$ cat src/rtl/tun_pkg.sv
package tun_pkg;
  localparam int WORD_W = 12;
  localparam int MANT_W = 9;
  localparam int BANDS  = 4;
  localparam int COEF_W = 12;
  localparam int MID_W  = MANT_W + 1;

  localparam logic [COEF_W-1:0] CROSS_BASE = COEF_W'(12'h440);
  localparam logic [COEF_W-1:0] GAIN_BASE  = COEF_W'(40);
  localparam logic [MID_W-1:0]  OFS_TOP    = MID_W'(226);
  localparam logic [MID_W-1:0]  OFS_REST   = MID_W'(240);

  localparam int LOOP_SH_A = 3;
  localparam int LOOP_SH_B = 1;
  localparam int GAIN_SH_A = 2;
  localparam int GAIN_SH_B = 3;
  localparam int GAIN_SH_C = 5;
endpackage

$ cat src/rtl/tun_rst_sync.sv
module tun_rst_sync #(
  parameter int STAGES = 2
) (
  input  logic clk,
  input  logic arst_n,
  output logic rst_sync_n
);
  logic [STAGES-1:0] pipe_q;
  logic [STAGES-1:0] pipe_d;

  always_comb begin
    pipe_d = {pipe_q[STAGES-2:0], 1'b1};
  end

  always_ff @(posedge clk or negedge arst_n) begin
    if (!arst_n) pipe_q <= '0;
    else         pipe_q <= pipe_d;
  end

  assign rst_sync_n = pipe_q[STAGES-1];
endmodule

$ cat src/rtl/tun_cutoff_reg.sv
module tun_cutoff_reg #(
  parameter int WORD_W = tun_pkg::WORD_W
) (
  input  logic              clk,
  input  logic              rst_n,
  input  logic              load_en,
  input  logic [WORD_W-1:0] word_in,
  output logic [WORD_W-1:0] word_q
);
  logic [WORD_W-1:0] word_d;

  always_comb begin
    word_d = word_q;
    if (load_en) word_d = word_in;
  end

  always_ff @(posedge clk or negedge rst_n) begin
    if (!rst_n) word_q <= '0;
    else        word_q <= word_d;
  end


  load_capture_chk: assert property (@(posedge clk) disable iff (!rst_n)
    load_en |=> (word_q == $past(word_in)));


  load_hold_chk: assert property (@(posedge clk) disable iff (!rst_n)
    !load_en |=> $stable(word_q));
endmodule

$ cat src/rtl/tun_band_norm.sv
module tun_band_norm #(
  parameter int WORD_W = tun_pkg::WORD_W,
  parameter int MANT_W = tun_pkg::MANT_W,
  parameter int BANDS  = tun_pkg::BANDS
) (
  input  logic              clk,
  input  logic              rst_n,
  input  logic [WORD_W-1:0] word_q,
  output logic [BANDS-1:0]  band_oh,
  output logic [MANT_W-1:0] mant,
  output logic              top_band
);
  // The top band covers two word bits; each middle band is keyed on one bit.
  logic [BANDS-1:0]  hit;
  logic [MANT_W-1:0] slice [BANDS];

  assign hit[0]       = |word_q[WORD_W-1:WORD_W-2];
  assign hit[BANDS-1] = 1'b1;

  for (genvar r = 1; r < BANDS-1; r++) begin : g_mid_hit
    assign hit[r] = word_q[WORD_W-2-r];
  end

  for (genvar r = 0; r < BANDS; r++) begin : g_slice
    assign slice[r] = word_q[(BANDS-1-r) +: MANT_W];
  end

  always_comb begin
    logic found;
    found   = 1'b0;
    band_oh = '0;
    for (int r = 0; r < BANDS; r++) begin
      if (!found && hit[r]) begin
        band_oh[r] = 1'b1;
        found      = 1'b1;
      end
    end
  end

  always_comb begin
    mant = '0;
    for (int r = 0; r < BANDS; r++) begin
      if (band_oh[r]) mant = mant | slice[r];
    end
  end

  assign top_band = band_oh[0];


  band_onehot_chk: assert property (@(posedge clk) disable iff (!rst_n)
    $onehot(band_oh));


  band_default_chk: assert property (@(posedge clk) disable iff (!rst_n)
    band_oh[BANDS-1] |-> (word_q[WORD_W-1:WORD_W-BANDS] == '0));
endmodule

$ cat src/rtl/tun_coef_arith.sv
module tun_coef_arith
  import tun_pkg::*;
#(
  parameter int MANT_W = tun_pkg::MANT_W,
  parameter int COEF_W = tun_pkg::COEF_W
) (
  input  logic              clk,
  input  logic              rst_n,
  input  logic [MANT_W-1:0] mant,
  input  logic              top_band,
  output logic [COEF_W-1:0] gain_q,
  output logic [COEF_W-1:0] loop_q,
  output logic [COEF_W-1:0] cross_q
);
  localparam int M1_W = MANT_W + 1;

  logic signed [M1_W-1:0]   mid;
  logic signed [COEF_W-1:0] mid_ext;
  logic signed [COEF_W-1:0] loop_s;
  logic signed [COEF_W-1:0] tap_sum;
  logic        [COEF_W-1:0] loop_d;
  logic        [COEF_W-1:0] cross_d;
  logic        [COEF_W-1:0] gain_d;

  // Loop and cross coefficients: straight from the mantissa.
  always_comb begin
    mid     = $signed({1'b0, mant} - (top_band ? OFS_TOP : OFS_REST));
    mid_ext = COEF_W'(mid);
    loop_d  = COEF_W'(mid_ext <<< LOOP_SH_A)
            + {mid_ext[COEF_W-1-LOOP_SH_B:0], 1'b1}
            + mid_ext;
    cross_d = CROSS_BASE - COEF_W'(mant);
  end

  // Gain coefficient: second stage, fed by the registered loop value.
  always_comb begin
    loop_s  = $signed(loop_q);
    tap_sum = (loop_s >>> GAIN_SH_A) + (loop_s >>> GAIN_SH_B) + (loop_s >>> GAIN_SH_C);
    gain_d  = GAIN_BASE - tap_sum;
  end

  always_ff @(posedge clk or negedge rst_n) begin
    if (!rst_n) begin
      loop_q  <= '0;
      cross_q <= '0;
      gain_q  <= '0;
    end else begin
      loop_q  <= loop_d;
      cross_q <= cross_d;
      gain_q  <= gain_d;
    end
  end


  first_stage_steady_chk: assert property (@(posedge clk) disable iff (!rst_n)
    ($past(rst_n) && $stable(mant) && $stable(top_band)) |=> ($stable(cross_q) && $stable(loop_q)));


  gain_steady_chk: assert property (@(posedge clk) disable iff (!rst_n)
    ($past(rst_n) && $stable(loop_q)) |=> $stable(gain_q));
endmodule

$ cat src/rtl/iir_coef_tuner.sv
module iir_coef_tuner #(
  parameter int WORD_W = tun_pkg::WORD_W,
  parameter int MANT_W = tun_pkg::MANT_W,
  parameter int BANDS  = tun_pkg::BANDS,
  parameter int COEF_W = tun_pkg::COEF_W
) (
  input  logic              clk,
  input  logic              rst_n,
  input  logic              cutoff_load,
  input  logic [WORD_W-1:0] cutoff_word,
  output logic [COEF_W-1:0] coef_gain,
  output logic [COEF_W-1:0] coef_loop,
  output logic [COEF_W-1:0] coef_cross,
  output logic [BANDS-1:0]  band_oh
);
  logic              rst_i_n;
  logic [WORD_W-1:0] word_q;
  logic [MANT_W-1:0] mant;
  logic              top_band;

  tun_rst_sync #(.STAGES(2)) u_rst (
    .clk        (clk),
    .arst_n     (rst_n),
    .rst_sync_n (rst_i_n)
  );

  tun_cutoff_reg #(.WORD_W(WORD_W)) u_word (
    .clk     (clk),
    .rst_n   (rst_i_n),
    .load_en (cutoff_load),
    .word_in (cutoff_word),
    .word_q  (word_q)
  );

  tun_band_norm #(.WORD_W(WORD_W), .MANT_W(MANT_W), .BANDS(BANDS)) u_band (
    .clk      (clk),
    .rst_n    (rst_i_n),
    .word_q   (word_q),
    .band_oh  (band_oh),
    .mant     (mant),
    .top_band (top_band)
  );

  tun_coef_arith #(.MANT_W(MANT_W), .COEF_W(COEF_W)) u_arith (
    .clk      (clk),
    .rst_n    (rst_i_n),
    .mant     (mant),
    .top_band (top_band),
    .gain_q   (coef_gain),
    .loop_q   (coef_loop),
    .cross_q  (coef_cross)
  );
endmodule

$ cat config.mk
export PLATFORM = sky130hd
export DESIGN_NAME = iir_coef_tuner
export DESIGN_NICKNAME = d
export VERILOG_FILES = /design/src/rtl/tun_pkg.sv /design/src/rtl/tun_rst_sync.sv /design/src/rtl/tun_cutoff_reg.sv /design/src/rtl/tun_band_norm.sv /design/src/rtl/tun_coef_arith.sv /design/src/rtl/iir_coef_tuner.sv
export SDC_FILE = /design/constraint.sdc
export NUM_CORES = 1
export LEC_CHECK = 0
export BUFFER_PORTS_ARGS = -buffer_cell sky130_fd_sc_hd__buf_2
export CORE_AREA = 2 2 102 124
export CTS_CLUSTER_SIZE = 16
export DETAILED_ROUTE_END_ITERATION = 16
export DIE_AREA = 0 0 104 126
export GPL_TIMING_DRIVEN = 0
export PLACE_DENSITY = 0.51
export SLEW_MARGIN = 20
export SYNTH_ARGS = -nofsm -noshare
export SYNTH_HDL_FRONTEND = slang
export SYNTH_SLANG_ARGS = --single-unit
$ cat constraint.sdc
create_clock -name clk -period 1.87 [get_ports clk]
set_clock_uncertainty 0.05 [all_clocks]
set_input_delay 0.187 -clock clk [delete_from_list [all_inputs] [get_ports clk]]
set_output_delay 0.187 -clock clk [all_outputs]
set_load 0.005 [all_outputs]
---- Word level (Yosys, flattened, before mapping) ----
Cells that the tools add are included.
storage, ports and cells
  flip-flop bits (word level) ............. 50
  input bits .............................. 15
  output and inout bits ................... 40
  word-level logic and storage cells ...... 31
operators by class
  add/subtract/negate cells ............... 7
  muxes and demuxes ....................... 11
  bitwise operators ....................... 3
  reductions and logical operators ........ 5
operator list
  cell                   count
  $mux 9                 4
  $or 9x9->9             3
  $add 12x12->12         2
  $add 11x7->12          1
  $sub 11x9->12 const A  1
  $sub 6x12->12 const A  1
  $add 10x9->11          1
  $sub 9x10->10          1
  $mux 1                 6
  $mux 5                 1
  $logic_and 1x1->1      2
  $logic_not 1->1        2
  $reduce_or 2->1        1

---- Longest topological paths before layout ----
  depth in word-level cells ............... 14
  depth in mapped cells ................... 19
  mapped depth without buffers ............ 17

---- Hierarchy ----
Synthesis repeated with hierarchy kept, for this count alone.
unflattened totals
  cells, all modules ...................... 325
  area, all modules ....................... 3468.3 um^2
modules (own cells, without submodules)
  module          instances  cells each  area an instance (um^2)  seq. area each (um^2)
  tun_coef_arith  1          257         2633.8                   875.8
  tun_cutoff_reg  1          25          484.2                    300.3
  tun_band_norm   1          40          296.5                    0.0
  tun_rst_sync    1          3           53.8                     50.0

---- Worst setup path before layout ----
Ideal clock, no wire load.
  path kind ............................... flip-flop to flip-flop
  start ................................... register u_word.word_q[8]
  end ..................................... register u_arith.loop_q[11]
  library setup time ...................... 125 ps
  data arrival time ....................... 3773 ps
  required time ........................... 1695 ps
  path slack .............................. -2078 ps
  stages on the path, launching flop included .. 18
  buffers on the path ..................... 2
  period minus slack after synthesis ...... 3948 ps
  cells stage by stage .................... dfrtp_1 > buf_4 > buf_6 > mux2i_1 > o21ai_1 > mux2i_1 > ha_1 > ha_1 > a31oi_1 > xnor2_1 > inv_1 > fa_1 > ha_1 > o21ai_0 > nor2_1 > o41ai_1 > o21ai_0 > xnor2_1
between the ends
  longest elaborated chain between the ends .. 10
  elaborated cells between the ends (all ways) .. 13
  classes of those cells .................. add/sub: 3; mux: 6; bitwise: 3; reduce/logical: 1
RTL lines
  what                          RTL line              RTL
  start: declaration            tun_cutoff_reg.sv:8   output logic [WORD_W-1:0] word_q
  start signal: assignment      tun_cutoff_reg.sv:19  else word_q <= word_d;
  $mux 9                        tun_band_norm.sv:43   if (band_oh[r]) mant = mant | slice[r];
  $or 9x9->9                    tun_band_norm.sv:43
  $mux 9                        tun_band_norm.sv:43
  $or 9x9->9                    tun_band_norm.sv:43
  $mux 9                        tun_band_norm.sv:43
  $or 9x9->9                    tun_band_norm.sv:43
  $mux 9 (*)                    tun_band_norm.sv:43
  $sub 9x10->10 (*)             tun_coef_arith.sv:27  mid = $signed({1'b0, mant} - (top_band ? OFS_TOP : OFS_REST));
  $add 12x12->12                tun_coef_arith.sv:30  + {mid_ext[COEF_W-1-LOOP_SH_B:0], 1'b1}
  $add 12x12->12 (*)            tun_coef_arith.sv:31  + mid_ext;
  named net u_arith.loop_d[11]  tun_coef_arith.sv:21  logic [COEF_W-1:0] loop_d;
  end signal: assignment        tun_coef_arith.sv:48  loop_q <= loop_d;
  end: declaration              tun_coef_arith.sv:12  output logic [COEF_W-1:0] loop_q,
Mark *: on every way through the listed nets, which the timed path passes. The rest lies on a longest branch.
A chain may end at the register's enable or synchronous reset.

---- Worst setup path in the final report ----
Ends and elaborated chain as after synthesis.

==> metrics <==
status finished with violations; failing checks setup timing; measured slew at the worst slew-check pin 0.741 ns; gr ovfl total 0; Max Clk Rate 272 MHz; endpoints failing setup 29; Top Ports 55; Yosys top cell by area dfrtp_1; Max clock buf depth 2; Core Util, Final 43.3%; synthesized flop and latch total 49; CTS tree yes; Required @ worst endpoint 2.03 ns; Core Area 11900 um2; top cells by area, synth dfrtp_1, ha_1, fa_1, xnor2_1, inv_1; RSZ-0062 raised after global routing yes; CP startpoint kind register; WL final 7.90 mm; vias in the first global route 2886; worst path cell trace buf_8 -> mux2i_2 -> o21ai_2 -> mux2i_4 -> ha_4 -> ha_4 -> a31oi_4 -> buf_4 -> nand3_4 -> xnor2_4 -> fa_1 -> ha_4 -> nor2_1 -> nor2_1 -> o41ai_4 -> o21ai_1 -> xnor2_1; fin crit period 3.68 ns; Area Growth Syn to Fin 47.1%; Crit Path Class reg2reg; number of flops mapped to enable cells by yosys 0; Final Hold Viols 0; max-slew violations 0; ratio of cells with drive above 1 in the final layout 51.9%; Tot GR Track Use 12.5%; final worst path period share 197%; sequential fraction of the synthesis area 35.1%; Syn Nets 400; HP Class in2reg; most used cell, CP ha_4; die area 13100 um2; Final nets 513; routed vias 2739; prevailing post-synth register cell dfrtp_1; arrival time worst endpoint 3.84 ns; final cell count without fillers 608; number of distinct library cells after synthesis 55; ant diodes 0; RePlAce Congestion 0.816; Crit. End Element register; CTS H-Tree Depth 2; Avg Inst Size Synth 10.5 um2; row count 44; Crit path max-delay family adder cells; DRC violations left 0; antenna viol nets, final 0; Slew headroom 50.5%; largest net degree at the start of global routing 26; detailed-router iteration count before antenna repair 4; CP Max Fanout 4; maxcap violations 0; CTS Sinks 49; Cells after Synth 333; Ys Warns 0; worst setup margin -1.81 ns; Bufs and invs on worst path 2; initial antenna violation count 0; Clock transition at path regs 0.06 ns; TritonCTS buffer count 5; CP max stage delay 0.55 ns; wire per inst 13.0 um; starting density of the core 29.4%; Syn Std Cell Area 3500 um2; root buf cell clkbuf_16; die height 126 um; slowest cell on the critical path fa_1; I/O Buffers 53; clk_lat worst skew 0.29 ns; Placed Instances 548; Place WS -2.20 ns; Via density 4.50; Async SR Flop Fraction 100%; first-pass GRT wire length 13.3 mm; DP Wirelength 5.86 mm; # fillers 1176; die width 104 um; worst hold slack 0.0486 ns; share of the synthesized area in the top cell type 35.1%; DR iter-0 viols 32
==> flip-flops by register name, summed over array words and instances, names as in the netlist <==
name,flops
u_arith.cross_q,11
u_arith.loop_q,12
u_arith.gain_q,12
u_rst.pipe_q,2
u_word.word_q,12
==> what timing repair did <==
| action | 4_1_cts | 5_1_grt |
|---|---|---|
| hold endpoints to repair | 2 | 0 |
| setup endpoints to repair | 28 | 31 |
| hold buffers | 1 | 0 |
| pin swaps | 33 | 31 |
| buffers inserted | 41 | 11 |
| resized for setup | 45 | 31 |
==> stage by stage <==
stage	setup TNS [ns]	cell area [um2]
global route	-25.45	5140
floorplan	-18.18	3740
global placement	-37.12	4210
CTS	-22.29	4910
detailed placement	-25.22	4230
finish	-22.00	5140
==> worst reg2reg max path, cell delays in order (launching register included) <==
cell and delay [ns]:
dfrtp_1 0.41, buf_8 0.15, mux2i_2 0.15, o21ai_2 0.21, mux2i_4 0.13, ha_4 0.19
ha_4 0.18, a31oi_4 0.19, buf_4 0.16, nand3_4 0.10, xnor2_4 0.20, fa_1 0.55
ha_4 0.30, nor2_1 0.04, nor2_1 0.17, o41ai_4 0.11, o21ai_1 0.17, xnor2_1 0.14
==> final cells by class <==
cell class	count	area, um2	share of cell area, %
plain buffers	9	83.8	1.63
inverters	41	156	3.04
flip-flops and latches	49	1230	23.9
repair buffers	107	731	14.2
clock inverters	3	17.5	0.341
well taps	161	201	3.92
multi-input cells	233	2600	50.5
clock buffers	5	125	2.43
==> final timing paths <==
| kind | to | cells after the start | startpoint | slack, ns |
|---|---|---|---|---|
| setup reg to reg | u_arith.loop_q[11] | 17 | u_word.word_q[8] | -1.81 |
| max in group asynchronous | u_word.word_q[10] | 1 | u_rst.pipe_q[1] | 1.03 |
| hold / removal | u_word.word_q[9] | 3 | cutoff_word[9] | 0.05 |
| hold reg to reg | u_arith.gain_q[2] | 0 | u_rst.pipe_q[1] | 0.21 |
| setup / recovery | u_arith.loop_q[11] | 17 | u_word.word_q[8] | -1.81 |
| min in group asynchronous | u_rst.pipe_q[0] | 2 | rst_n | 0.15 |
==> logic make-up after synthesis <==
logic type	synth area share, %
AO/OA/AOI/OAI	12.8
XOR/XNOR	8.23
adder cells (fa/ha/maj)	21.6
buffers and inverters	6.69
flip-flops	35.1
multiplexers	6.16
other	0.215
AND/OR/NAND/NOR	9.16
==> per-layer routing <==
layer / wire, um / vias to the layer above / track usage, %
li1: - / 1356 / -
met1: 2960 / 1324 / 13.4
met2: 4540 / 48 / 24.2
met3: 252 / 11 / 2.33
met4: 144 / 0 / 4.21
met5: 0 / - / 0
==> cell usage in the layout, fill, tap and decap left out, types with 3 or more instances in the layout <==
master / instances
a21o_1: 3
a21oi_1: 5
a21oi_2: 5
buf_2: 54
buf_4: 42
buf_6: 16
clkbuf_16: 5
dfrtp_1: 45
dfrtp_2: 4
fa_1: 12
ha_1: 18
ha_4: 18
inv_1: 22
inv_2: 18
mux2_2: 11
mux2i_1: 3
mux2i_4: 3
nand2_1: 16
nor2_1: 19
nor2_2: 3
nor3_1: 6
nor3_2: 4
o21a_1: 5
o21ai_1: 4
o21ai_2: 6
o21bai_1: 5
xnor2_1: 18
xnor2_2: 6
xor2_1: 6
==> cells in the mapped netlist, drive strengths merged, types with 3 or more instances <==
cell,number
mux2i,8
a31oi,3
mux2,12
o21ai,12
a21o,3
xor2,6
xnor2,26
nand3,3
nor2,24
fa,14
o21a,5
nor3,10
buf,10
ha,38
nand2,17
o21bai,5
dfrtp,49
inv,41
nor2b,3
a21oi,12
Power is not shown: default switching activity piles up to over one toggle a cycle in this logic, so the estimate is an artifact.
